[config.mk]
export PLATFORM = sky130hd
export DESIGN_NAME = chain_tag_seq
export DESIGN_NICKNAME = d
export VERILOG_FILES = /design/src/rtl/chain_tag_pkg.sv /design/src/rtl/ret_addr_stack.sv /design/src/rtl/tag_step_calc.sv /design/src/rtl/chain_tag_seq.sv
export SDC_FILE = /design/constraint.sdc
export NUM_CORES = 1
export LEC_CHECK = 0
export ABC_AREA = 1
export BUFFER_PORTS_ARGS = -buffer_cell sky130_fd_sc_hd__buf_4
export CAP_MARGIN = 10
export CORE_MARGIN = 3
export CORE_UTILIZATION = 50
export DETAILED_ROUTE_END_ITERATION = 8
export HOLD_SLACK_MARGIN = 0.02
export PLACE_DENSITY = 0.9
export SLEW_MARGIN = 10
export SYNTH_ARGS = -nofsm -noshare
export SYNTH_HDL_FRONTEND = slang
export SYNTH_HIERARCHICAL = 1
export SYNTH_SLANG_ARGS = --single-unit
export TNS_END_PERCENT = 30
[constraint.sdc]
create_clock -name clk -period 3.1 [get_ports clk]
set_input_delay 0.62 -clock clk [delete_from_list [all_inputs] [get_ports clk]]
set_output_delay 0.62 -clock clk [all_outputs]
set_load 0.03 [all_outputs]
[src/rtl/chain_tag_pkg.sv]
package chain_tag_pkg;
  typedef enum logic [2:0] {
    TG_REF_END  = 3'd0,
    TG_INLINE   = 3'd1,
    TG_JUMP     = 3'd2,
    TG_REF      = 3'd3,
    TG_REF_STL  = 3'd4,
    TG_CALL     = 3'd5,
    TG_RETURN   = 3'd6,
    TG_STOP     = 3'd7
  } tag_kind_e;
endpackage

[src/rtl/ret_addr_stack.sv]
module ret_addr_stack #(
  parameter int AW    = 32,
  parameter int DEPTH = 2,
  localparam int SPW  = $clog2(DEPTH + 1)
) (
  input  logic              clk,
  input  logic              rst_n,
  input  logic              clr_i,
  input  logic              push_i,
  input  logic              pop_i,
  input  logic [AW-1:0]     push_val_i,
  output logic [AW-1:0]     top_o,
  output logic              full_o,
  output logic              empty_o,
  output logic [SPW-1:0]    sp_o,
  output logic [DEPTH*AW-1:0] ent_o
);
  logic [SPW-1:0] sp_q;
  logic [AW-1:0]  ent_q [DEPTH];

  assign full_o  = (sp_q == SPW'(DEPTH));
  assign empty_o = (sp_q == '0);
  assign sp_o    = sp_q;

  always_ff @(posedge clk or negedge rst_n) begin
    if (!rst_n)                sp_q <= '0;
    else if (clr_i)            sp_q <= '0;
    else if (push_i && !full_o) sp_q <= sp_q + 1'b1;
    else if (pop_i && !empty_o) sp_q <= sp_q - 1'b1;
  end

  for (genvar i = 0; i < DEPTH; i++) begin : g_ent
    always_ff @(posedge clk or negedge rst_n) begin
      if (!rst_n)                                  ent_q[i] <= '0;
      else if (clr_i)                              ent_q[i] <= '0;
      else if (push_i && sp_q == SPW'(i))          ent_q[i] <= push_val_i;
      else if (pop_i && sp_q == SPW'(i + 1))       ent_q[i] <= '0;
    end
    assign ent_o[i*AW +: AW] = ent_q[i];
  end

  always_comb begin
    top_o = '0;
    for (int i = 0; i < DEPTH; i++)
      if (sp_q == SPW'(i + 1)) top_o = ent_q[i];
  end

  AST_PUSH_HAS_ROOM: assert property (@(posedge clk) disable iff (!rst_n)
    push_i |-> !full_o);
  AST_POP_HAS_ENTRY: assert property (@(posedge clk) disable iff (!rst_n)
    pop_i |-> !empty_o);
  AST_DEPTH_BOUND: assert property (@(posedge clk) disable iff (!rst_n)
    sp_q <= SPW'(DEPTH));
endmodule

[src/rtl/tag_step_calc.sv]
module tag_step_calc
  import chain_tag_pkg::*;
#(
  parameter int AW     = 32,
  parameter int QW     = 16,
  parameter int QBYTES = 16,
  localparam int QSH   = $clog2(QBYTES)
) (
  input  logic [2:0]    tag_id_i,
  input  logic [AW-1:0] tag_addr_i,
  input  logic [QW-1:0] tag_qwc_i,
  input  logic [AW-1:0] tadr_i,
  input  logic          stack_en_i,
  input  logic          full_i,
  input  logic          empty_i,
  input  logic [AW-1:0] top_i,
  output logic [AW-1:0] tadr_o,
  output logic [AW-1:0] madr_o,
  output logic [AW-1:0] push_val_o,
  output logic          push_o,
  output logic          pop_o,
  output logic          end_o,
  output logic          err_o
);
  logic [AW-1:0] after_tag;
  logic [AW-1:0] span;

  assign after_tag  = tadr_i + AW'(QBYTES);
  assign span       = AW'(tag_qwc_i) << QSH;
  assign push_val_o = after_tag + span;

  always_comb begin
    tadr_o = tadr_i;
    madr_o = after_tag;
    push_o = 1'b0;
    pop_o  = 1'b0;
    end_o  = 1'b0;
    err_o  = 1'b0;
    unique case (tag_kind_e'(tag_id_i))
      TG_REF_END: begin
        madr_o = tag_addr_i;
        tadr_o = after_tag;
        end_o  = 1'b1;
      end
      TG_REF, TG_REF_STL: begin
        madr_o = tag_addr_i;
        tadr_o = after_tag;
      end
      TG_INLINE: tadr_o = after_tag;
      TG_JUMP:   tadr_o = tag_addr_i;
      TG_CALL: begin
        if (!stack_en_i) end_o = 1'b1;
        else if (tag_addr_i == '0) begin
          err_o  = 1'b1;
          tadr_o = push_val_o;
        end else if (full_i) end_o = 1'b1;
        else begin
          push_o = 1'b1;
          tadr_o = tag_addr_i;
        end
      end
      TG_RETURN: begin
        if (!stack_en_i || empty_i) end_o = 1'b1;
        else begin
          pop_o  = 1'b1;
          tadr_o = top_i;
        end
      end
      TG_STOP: end_o = 1'b1;
      default: ;
    endcase
  end
endmodule

[src/rtl/chain_tag_seq.sv]
module chain_tag_seq
  import chain_tag_pkg::*;
#(
  parameter int AW     = 32,
  parameter int QW     = 16,
  parameter int DEPTH  = 2,
  parameter int QBYTES = 16,
  localparam int SPW   = $clog2(DEPTH + 1)
) (
  input  logic                clk,
  input  logic                rst_n,
  input  logic                start_i,
  input  logic [AW-1:0]       start_tadr_i,
  input  logic                stack_en_i,
  input  logic                tag_valid_i,
  input  logic [2:0]          tag_id_i,
  input  logic [AW-1:0]       tag_addr_i,
  input  logic [QW-1:0]       tag_qwc_i,
  input  logic                xfer_done_i,
  input  logic [AW-1:0]       xfer_madr_i,
  output logic [AW-1:0]       tadr_o,
  output logic [AW-1:0]       madr_o,
  output logic [DEPTH*AW-1:0] stack_o,
  output logic [SPW-1:0]      sp_o,
  output logic                chain_end_o,
  output logic                done_o,
  output logic                call_err_o
);
  logic [AW-1:0] tadr_q, madr_q;
  logic          ended_q, inline_q, done_q, err_q;
  logic          accept;
  logic [AW-1:0] c_tadr, c_madr, c_pval, stk_top;
  logic          c_push, c_pop, c_end, c_err, stk_full, stk_empty;

  assign accept = tag_valid_i && !start_i && !ended_q;

  tag_step_calc #(.AW(AW), .QW(QW), .QBYTES(QBYTES)) calc_i (
    .tag_id_i(tag_id_i), .tag_addr_i(tag_addr_i), .tag_qwc_i(tag_qwc_i),
    .tadr_i(tadr_q), .stack_en_i(stack_en_i), .full_i(stk_full),
    .empty_i(stk_empty), .top_i(stk_top), .tadr_o(c_tadr), .madr_o(c_madr),
    .push_val_o(c_pval), .push_o(c_push), .pop_o(c_pop), .end_o(c_end),
    .err_o(c_err)
  );

  ret_addr_stack #(.AW(AW), .DEPTH(DEPTH)) stack_i (
    .clk(clk), .rst_n(rst_n), .clr_i(start_i),
    .push_i(accept && c_push), .pop_i(accept && c_pop),
    .push_val_i(c_pval), .top_o(stk_top), .full_o(stk_full),
    .empty_o(stk_empty), .sp_o(sp_o), .ent_o(stack_o)
  );

  always_ff @(posedge clk or negedge rst_n) begin
    if (!rst_n) begin
      tadr_q   <= '0;
      madr_q   <= '0;
      ended_q  <= 1'b0;
      inline_q <= 1'b0;
      done_q   <= 1'b0;
      err_q    <= 1'b0;
    end else begin
      done_q <= 1'b0;
      err_q  <= 1'b0;
      if (start_i) begin
        tadr_q   <= start_tadr_i;
        madr_q   <= '0;
        ended_q  <= 1'b0;
        inline_q <= 1'b0;
      end else if (accept) begin
        tadr_q   <= c_tadr;
        madr_q   <= c_madr;
        ended_q  <= c_end;
        done_q   <= c_end;
        err_q    <= c_err;
        inline_q <= (tag_id_i == TG_INLINE);
      end else if (xfer_done_i && inline_q) begin
        tadr_q   <= xfer_madr_i;
        inline_q <= 1'b0;
      end
    end
  end

  assign tadr_o      = tadr_q;
  assign madr_o      = madr_q;
  assign chain_end_o = ended_q;
  assign done_o      = done_q;
  assign call_err_o  = err_q;

  AST_DONE_WITH_END: assert property (@(posedge clk) disable iff (!rst_n)
    done_o |-> chain_end_o);
  AST_IGNORE_AFTER_END: assert property (@(posedge clk) disable iff (!rst_n)
    (chain_end_o && tag_valid_i && !start_i && !xfer_done_i) |=> $stable(tadr_o));
  AST_STOP_KEEPS_TADR: assert property (@(posedge clk) disable iff (!rst_n)
    (accept && tag_id_i == TG_STOP) |=> (tadr_o == $past(tadr_o)));
  AST_ERR_FROM_CALL: assert property (@(posedge clk) disable iff (!rst_n)
    (accept && tag_id_i != TG_CALL) |=> !call_err_o);
  AST_START_EMPTIES: assert property (@(posedge clk) disable iff (!rst_n)
    start_i |=> (sp_o == '0 && !chain_end_o));
endmodule

Yosys cells after proc, flatten, opt, wreduce, memory -nomap -nowiden:

Cells that the tools add are included.

* register bits after elaboration: 134
* output and inout bits: 133

* eq/ne operators: 13
* muxes and demuxes: 45
* add/subtract/negate cells: 4
* reductions and logical operators: 29

Operator list (count)
* $mux W32: 18
* $pmux W32 S4: 1
* $add A32 B20 Y32: 1
* $add A32 B5 Y32 const B: 1
* $logic_not A32 Y1: 1
* $mux W1: 22
* $eq A3 B3 Y1 const B: 4
* $reduce_bool A3 Y1: 4
* $logic_and A1 B1 Y1: 11
* $ne A4 B4 Y1 const B: 2
* $eq A3 B2 Y1 const B: 2
* $mux W2: 3
* $ne A6 B3 Y1 const B: 1
* $logic_not A1 Y1: 5
* $ne A5 B5 Y1 const B: 1
* $reduce_and A5 Y1: 1
* $reduce_or A4 Y1: 1
* $eq A3 B1 Y1 const B: 1
* $logic_not A3 Y1: 1
* $pmux W1 S3: 1
* $reduce_or A3 Y1: 1
* $add A2 B1 Y2 const B: 1
* $eq A2 B1 Y1 const B: 1
* $eq A2 B2 Y1 const B: 1
* 5 further kinds: 5

Depth between registers and ports, before layout:

* depth after elaboration: 9
* gate-level depth with buffers: 27
* gate-level depth less buffers: 26

Cells and area by module:

Netlist, hierarchy kept.

By module, submodules not included
* tag_step_calc: times used 1, cells each 870, sequential area each 0.0 um^2, area each 4515.6 um^2
* chain_tag_seq: times used 1, cells each 478, sequential area each 1701.6 um^2, area each 3542.1 um^2
* ret_addr_stack: times used 1, cells each 308, sequential area each 1651.6 um^2, area each 3103.0 um^2

Least setup slack after synthesis:

Ideal clock, no wire load.

* path kind: reg-to-reg
* start: register tadr_q[5], in the netlist tadr_o[5]
* end: register tadr_q[27], in the netlist tadr_o[27]
* path buffers: 0
* library setup time: 0.072 ns
* stages on the path, launching flop included: 23
* arrival time: 3.244 ns
* setup slack: -0.216 ns
* path through: dfrtp_1 > ha_1 > nand3_1 > nor2_2 > nand3_1 > xor2_1 > ha_1 > nand2_1 > nor2_1 > nand2_1 > o21ai_0 > nand3_1 > nand2_1 > nand2_1 > nand3_1 > nand2_1 > nand2_1 > nand2_1 > a21oi_1 > nand4_1 > nand2_1 > nor2_1 > nor2_1

* word-level cells in the longest chain between the ends: 7

RTL lines
* from (decl): line chain_tag_seq.sv:29 `logic [AW-1:0] tadr_q, madr_q;`
* from (signal assigned): line chain_tag_seq.sv:64 `tadr_q <= start_tadr_i;`
* from (signal assigned): line chain_tag_seq.sv:69 `tadr_q <= c_tadr;`
* from (signal assigned): line chain_tag_seq.sv:76 `tadr_q <= xfer_madr_i;`
* $add A32 B5 Y32 *: line tag_step_calc.sv:28 `assign after_tag = tadr_i + AW'(QBYTES);`
* $add A32 B20 Y32: line tag_step_calc.sv:30 `assign push_val_o = after_tag + span;`
* $mux W32: line tag_step_calc.sv:53 `else if (tag_addr_i == '0) begin`
* $mux W32: line tag_step_calc.sv:52 `if (!stack_en_i) end_o = 1'b1;`
* $pmux W32 S4 *: line tag_step_calc.sv:39 `unique case (tag_kind_e'(tag_id_i))`
* net c_tadr[27]: line chain_tag_seq.sv:32 `logic [AW-1:0] c_tadr, c_madr, c_pval, stk_top;`
* $mux W32 *: line chain_tag_seq.sv:68 `end else if (accept) begin`
* $mux W32 *: line chain_tag_seq.sv:63 `if (start_i) begin`

Mark *: on every way through the listed nets, which the timed path passes. The rest lies on a longest branch. The select of a mux whose other input is x is not followed.
A chain may end at the register's enable or synchronous reset.

Worst setup path after layout:

* start: register tadr_q[5], in the netlist tadr_o[5]
* end: register tadr_q[29], in the netlist tadr_o[29]

Same word-level chain as after synthesis.

==> metrics.log <==
INFO  metric status = complete, but fails checks
INFO  metric failed_checks = setup timing
INFO  metric grt_first_pass_wirelength = between 70 and 80 mm
INFO  metric rsz0062_at_grt = yes
INFO  metric worst-setup-path-type = flop to flop
INFO  metric static-leakage-power = roughly 8.2 nW
INFO  metric number_of_search_and_repair_iterations_in_the_first_detailed_routing_pass = 6
INFO  metric power-per-cell-area = 485 nW/um^2
INFO  metric filler_cell_count = approximately 1.5k
INFO  metric grt.overflow.total = 0
INFO  metric share_comb_of_total_power = 0.484
INFO  metric drt-wirelength-per-cell = 23.1 um
INFO  metric antennaDiodeCount = 0
INFO  metric floorplan.die.height = 155 um
INFO  metric synth_seq_area_share = 0.300
INFO  metric coreArea = 21900 sq um
INFO  metric globalRouteTotalUtil = 0.417
INFO  metric layout.cell_area.non_filler = between 15000 and 20000 sq um
INFO  metric root_buffer = sky130_fd_sc_hd__clkbuf_16
INFO  metric synthArstFlopShare = 1.00
INFO  metric totalWireLength = between 50 and 60 mm
INFO  metric synth_warnings = 6
INFO  metric clk-insertion-delay-late = 0.45 ns
INFO  metric final.setup.worst_slack = -0.422 ns
INFO  metric clock_pin_slew_worst_setup_and_hold_paths = 0.08 ns
INFO  metric grt_start_max_net_pins = just over 70
INFO  metric area_growth = 50.7%
INFO  metric finalMaxSlewViolations = 0
INFO  metric top_fanout_value_on_the_critical_path = 5
INFO  metric highest-signal-layer = met4
INFO  metric timing.final.crit_period = 3.52 ns
INFO  metric vdd.ir_drop.worst = 0.317 mV
INFO  metric cts_buffers = 17
INFO  metric switching_share = 0.419
INFO  metric max_cap_viol_count = 0
INFO  metric critPathArrivalTime = between 3 and 4 ns
INFO  metric critical_path.cell_chain = ha_4, nand3_4, nor2_4, buf_12, xor2_4, ha_4, a21oi_4, buf_4, o21ai_1, a21oi_2, o21ai_4, nand2_2, nand2b_4, nand2_1, nand2_2, nand3_4, nand2_2, nand2_1, nand2_1, a21oi_2, nand4_1, nand2_1, nor2_1, nor2_1
INFO  metric slowest_delay = between 0.4 and 0.5 ns
INFO  metric drc = 0
INFO  metric detail_route.wirelength.met1 = roughly 19 mm
INFO  metric placementRows = between 50 and 60
INFO  metric route.vias.total = approximately 15k
INFO  metric layout.nets = about 2.2k
INFO  metric post_synth_instance_area = about 11000 sq um
INFO  metric route.detailed.vias_per_inst = 6.22
INFO  metric worstPathRequired = ~3.5 ns
INFO  metric clockBufferDepth = 2
INFO  metric met2_wirelength = between 20 and 30 mm
INFO  metric final_layout_size_suffix_gt1_frac = 0.387
INFO  metric detail-route-antenna-nets = 0
INFO  metric finalWeightedCongestion = a little over 1
INFO  metric cts_htree_levels = 4
INFO  metric hold_viol_final = 0
INFO  metric critical_path.slowest_cell = sky130_fd_sc_hd__dfrtp_2
INFO  metric synth_flop_cell = sky130_fd_sc_hd__dfrtp_1
INFO  metric postSynthAreaPerCell = 6.74 sq um
INFO  metric grt_pass1_vias = between 10k and 15k
INFO  metric power.clock.fraction = 0.272
INFO  metric cts_hold_repair.buffers = 0
INFO  metric buffer_ports.inserted = 253
INFO  metric ff_latch_count_synth = between 100 and 150
INFO  metric fin_crit_sh = 1.14
INFO  metric ioPinCount = between 200 and 300
INFO  metric crit_path_launch_type = flop
INFO  metric number_of_flops_mapped_to_enable_cells_by_yosys = 0
INFO  metric max_slew.worst_pin.slew = between 0.7 and 0.8 ns
INFO  metric postPlaceCellArea = between 10000 and 15000 sq um
INFO  metric cp_num_buf_inv = 2
INFO  metric fmax = ~0.28 GHz
INFO  metric initial_utilization = 0.510
INFO  metric crit_path_frequent_cell = sky130_fd_sc_hd__nand2_1
INFO  metric max_slew_margin = 0.494
INFO  metric end_kind = flop
INFO  metric timing.clock.skew = 0.0152 ns
INFO  metric utilization = 0.768
INFO  metric p_int = 0.00474 W
INFO  metric cts_tree = done
INFO  metric cts_sinks = about 130
INFO  metric antenna_found_initial = 0
INFO  metric switch_pwr = between 0.003 and 0.004 W
INFO  metric post-dp-hpwl = roughly 38 mm
INFO  metric routed-wl-met3 = between 5 and 6 mm
INFO  metric worst_min_delay_path_category = primary input to asynchronous set/reset pin
INFO  metric drt_first_iter_violations = about 1.9k
INFO  metric netlist_instances = between 1.5k and 2k
INFO  metric timing.critical_path.max_delay_family = simple AND/OR/NAND/NOR gates
INFO  metric seq_power_share = 0.245
INFO  metric syn-num-nets = 1802
INFO  metric die-area = 24200 sq um
INFO  metric die_width = between 150 and 200 um
INFO  metric finalSetupViolations = 37
INFO  metric unique_masters_post_synth = 57
-- worst register-to-register path: cells and delay by family (launching register included) --
kind | cells | cell delay, ns
compound gates | 5 | 0.75
xor+xnor | 1 | 0.23
fa+ha+maj | 2 | 0.45
buf+inv | 2 | 0.28
flops | 1 | 0.42
simple gates | 14 | 1.33
-- cell usage after synthesis, types with 14 or more instances --
master	n	area share
sky130_fd_sc_hd__ha_1	24	0.027
sky130_fd_sc_hd__nand2_1	444	0.15
sky130_fd_sc_hd__dfrtp_1	134	0.30
sky130_fd_sc_hd__nand4_1	41	0.023
sky130_fd_sc_hd__o22ai_2	16	0.018
sky130_fd_sc_hd__buf_6	17	0.017
sky130_fd_sc_hd__nor2_1	201	0.068
sky130_fd_sc_hd__inv_1	165	0.055
sky130_fd_sc_hd__buf_4	14	0.0094
sky130_fd_sc_hd__a21oi_1	78	0.035
sky130_fd_sc_hd__buf_2	30	0.013
sky130_fd_sc_hd__a221oi_1	14	0.011
sky130_fd_sc_hd__nand3_1	102	0.046
sky130_fd_sc_hd__a22oi_1	15	0.010
sky130_fd_sc_hd__xor2_1	23	0.018
sky130_fd_sc_hd__o21ai_1	15	0.0067
sky130_fd_sc_hd__o21ai_0	62	0.028
sky130_fd_sc_hd__nand2_2	15	0.0084
sky130_fd_sc_hd__clkbuf_1	32	0.011
sky130_fd_sc_hd__o22ai_1	93	0.052
-- cell families (layout without fill, tap and decap cells) --
| family | after synthesis | in the layout | share of synthesized area |
|---|---|---|---|
| AO/OA/AOI/OAI | 330 | 330 | 0.188 |
| XOR/XNOR | 29 | 29 | 0.0228 |
| adder cells (fa/ha/maj) | 25 | 25 | 0.0287 |
| buffers and inverters | 278 | 724 | 0.118 |
| flip-flops | 134 | 134 | 0.300 |
| AND/OR/NAND/NOR | 860 | 860 | 0.342 |
-- stage by stage --
stage                     hold WS (ns)  worst slack (ns)  TNS [ns]  instances  power, W
final                            0.162            -0.422     -6.85       2382   0.00816
after global routing             0.208            -0.582    -13.79       2382   0.00840
after CTS                        0.198            -0.175     -2.64       2359   0.00758
after detailed placement         0.495            -0.623    -11.03       2298   0.00500
after global placement           0.497            -0.632    -11.60       2298   0.00497
after floorplan                  0.324          -0.00396  -0.00396       1656   0.00358
-- final timing paths --
check	end	slack, ns	depth (start not counted)	from
worst max-delay path	tadr_o[29]	-0.42	24	tadr_o[5]
worst min-delay path	stack_i/ent_o[19]	0.16	1	rst_n
worst max register to register	tadr_o[29]	-0.42	24	tadr_o[5]
worst min register to register	madr_o[28]	0.51	2	madr_o[28]
max in group asynchronous	madr_o[4]	2.12	2	rst_n
min in group clk	tadr_o[4]	0.49	5	start_tadr_i[4]
-- layer usage --
metal,global-route usage,up-vias
met4,0.278,0
met2,0.685,1151
met3,0.0787,335
met1,0.498,6973
met5,0,-
li1,-,6366
-- layout make-up --
| class | instances | area [sq um] | share of cell area |
|---|---|---|---|
| flip-flops and latches | 134 | 3370 | 0.200 |
| clock inverters | 15 | 189 | 0.0112 |
| multi-input cells | 1244 | 7630 | 0.454 |
| repair buffers | 512 | 4170 | 0.248 |
| clock buffers | 17 | 425 | 0.0253 |
| well taps | 280 | 350 | 0.0208 |
| inverters | 180 | 683 | 0.0406 |
-- power by group through the flow --
stage	registers, W	logic (W)	clock network, W
after floorplan	0.00223	0.00135	0
after global placement	0.00202	0.00295	0
after detailed placement	0.00203	0.00298	0
after CTS	0.00199	0.00340	0.00219
after global routing	0.00201	0.00412	0.00227
final	0.00200	0.00395	0.00222
-- cells in the final DEF, fill, tap and decap left out, types with 10 or more instances in the layout --
cell | netlist | layout
sky130_fd_sc_hd__a21oi_1 | 78 | 47
sky130_fd_sc_hd__a21oi_2 | 3 | 27
sky130_fd_sc_hd__a221oi_1 | 14 | 14
sky130_fd_sc_hd__a22oi_1 | 15 | 14
sky130_fd_sc_hd__buf_12 | 2 | 22
sky130_fd_sc_hd__buf_4 | 14 | 477
sky130_fd_sc_hd__buf_6 | 17 | 13
sky130_fd_sc_hd__clkbuf_16 | 0 | 17
sky130_fd_sc_hd__dfrtp_1 | 134 | 124
sky130_fd_sc_hd__dfrtp_2 | 0 | 10
sky130_fd_sc_hd__ha_4 | 0 | 19
sky130_fd_sc_hd__inv_1 | 165 | 155
sky130_fd_sc_hd__inv_2 | 10 | 19
sky130_fd_sc_hd__nand2_1 | 444 | 411
sky130_fd_sc_hd__nand2_2 | 15 | 38
sky130_fd_sc_hd__nand2_4 | 10 | 20
sky130_fd_sc_hd__nand3_1 | 102 | 85
sky130_fd_sc_hd__nand3_2 | 10 | 19
sky130_fd_sc_hd__nand3_4 | 2 | 10
sky130_fd_sc_hd__nand4_1 | 41 | 41
sky130_fd_sc_hd__nor2_1 | 201 | 184
sky130_fd_sc_hd__nor2_2 | 11 | 19
sky130_fd_sc_hd__nor2_4 | 8 | 17
sky130_fd_sc_hd__o21ai_0 | 62 | 49
sky130_fd_sc_hd__o21ai_1 | 15 | 13
sky130_fd_sc_hd__o21ai_2 | 2 | 13
sky130_fd_sc_hd__o22ai_1 | 93 | 93
sky130_fd_sc_hd__o22ai_2 | 16 | 16
sky130_fd_sc_hd__xor2_4 | 0 | 10
-- repair_timing --
| action | in CTS | in global routing |
|---|---|---|
| buffers inserted | 29 | 23 |
| gates resized for setup | 132 | 109 |
| pin swaps | 54 | 80 |
| gates cloned | 0 | 0 |
| endpoints found under the setup margin | 50 | 58 |
-- state kept, by name (all words and copies together) (netlist names) --
register,flops
stack_i/ent_o,64
madr_o,32
tadr_o,32
stack_i/sp_o,2
call_err_o,1
chain_end_o,1
done_o,1
inline_q,1
Note: power is estimated with default switching activity, not from simulation.
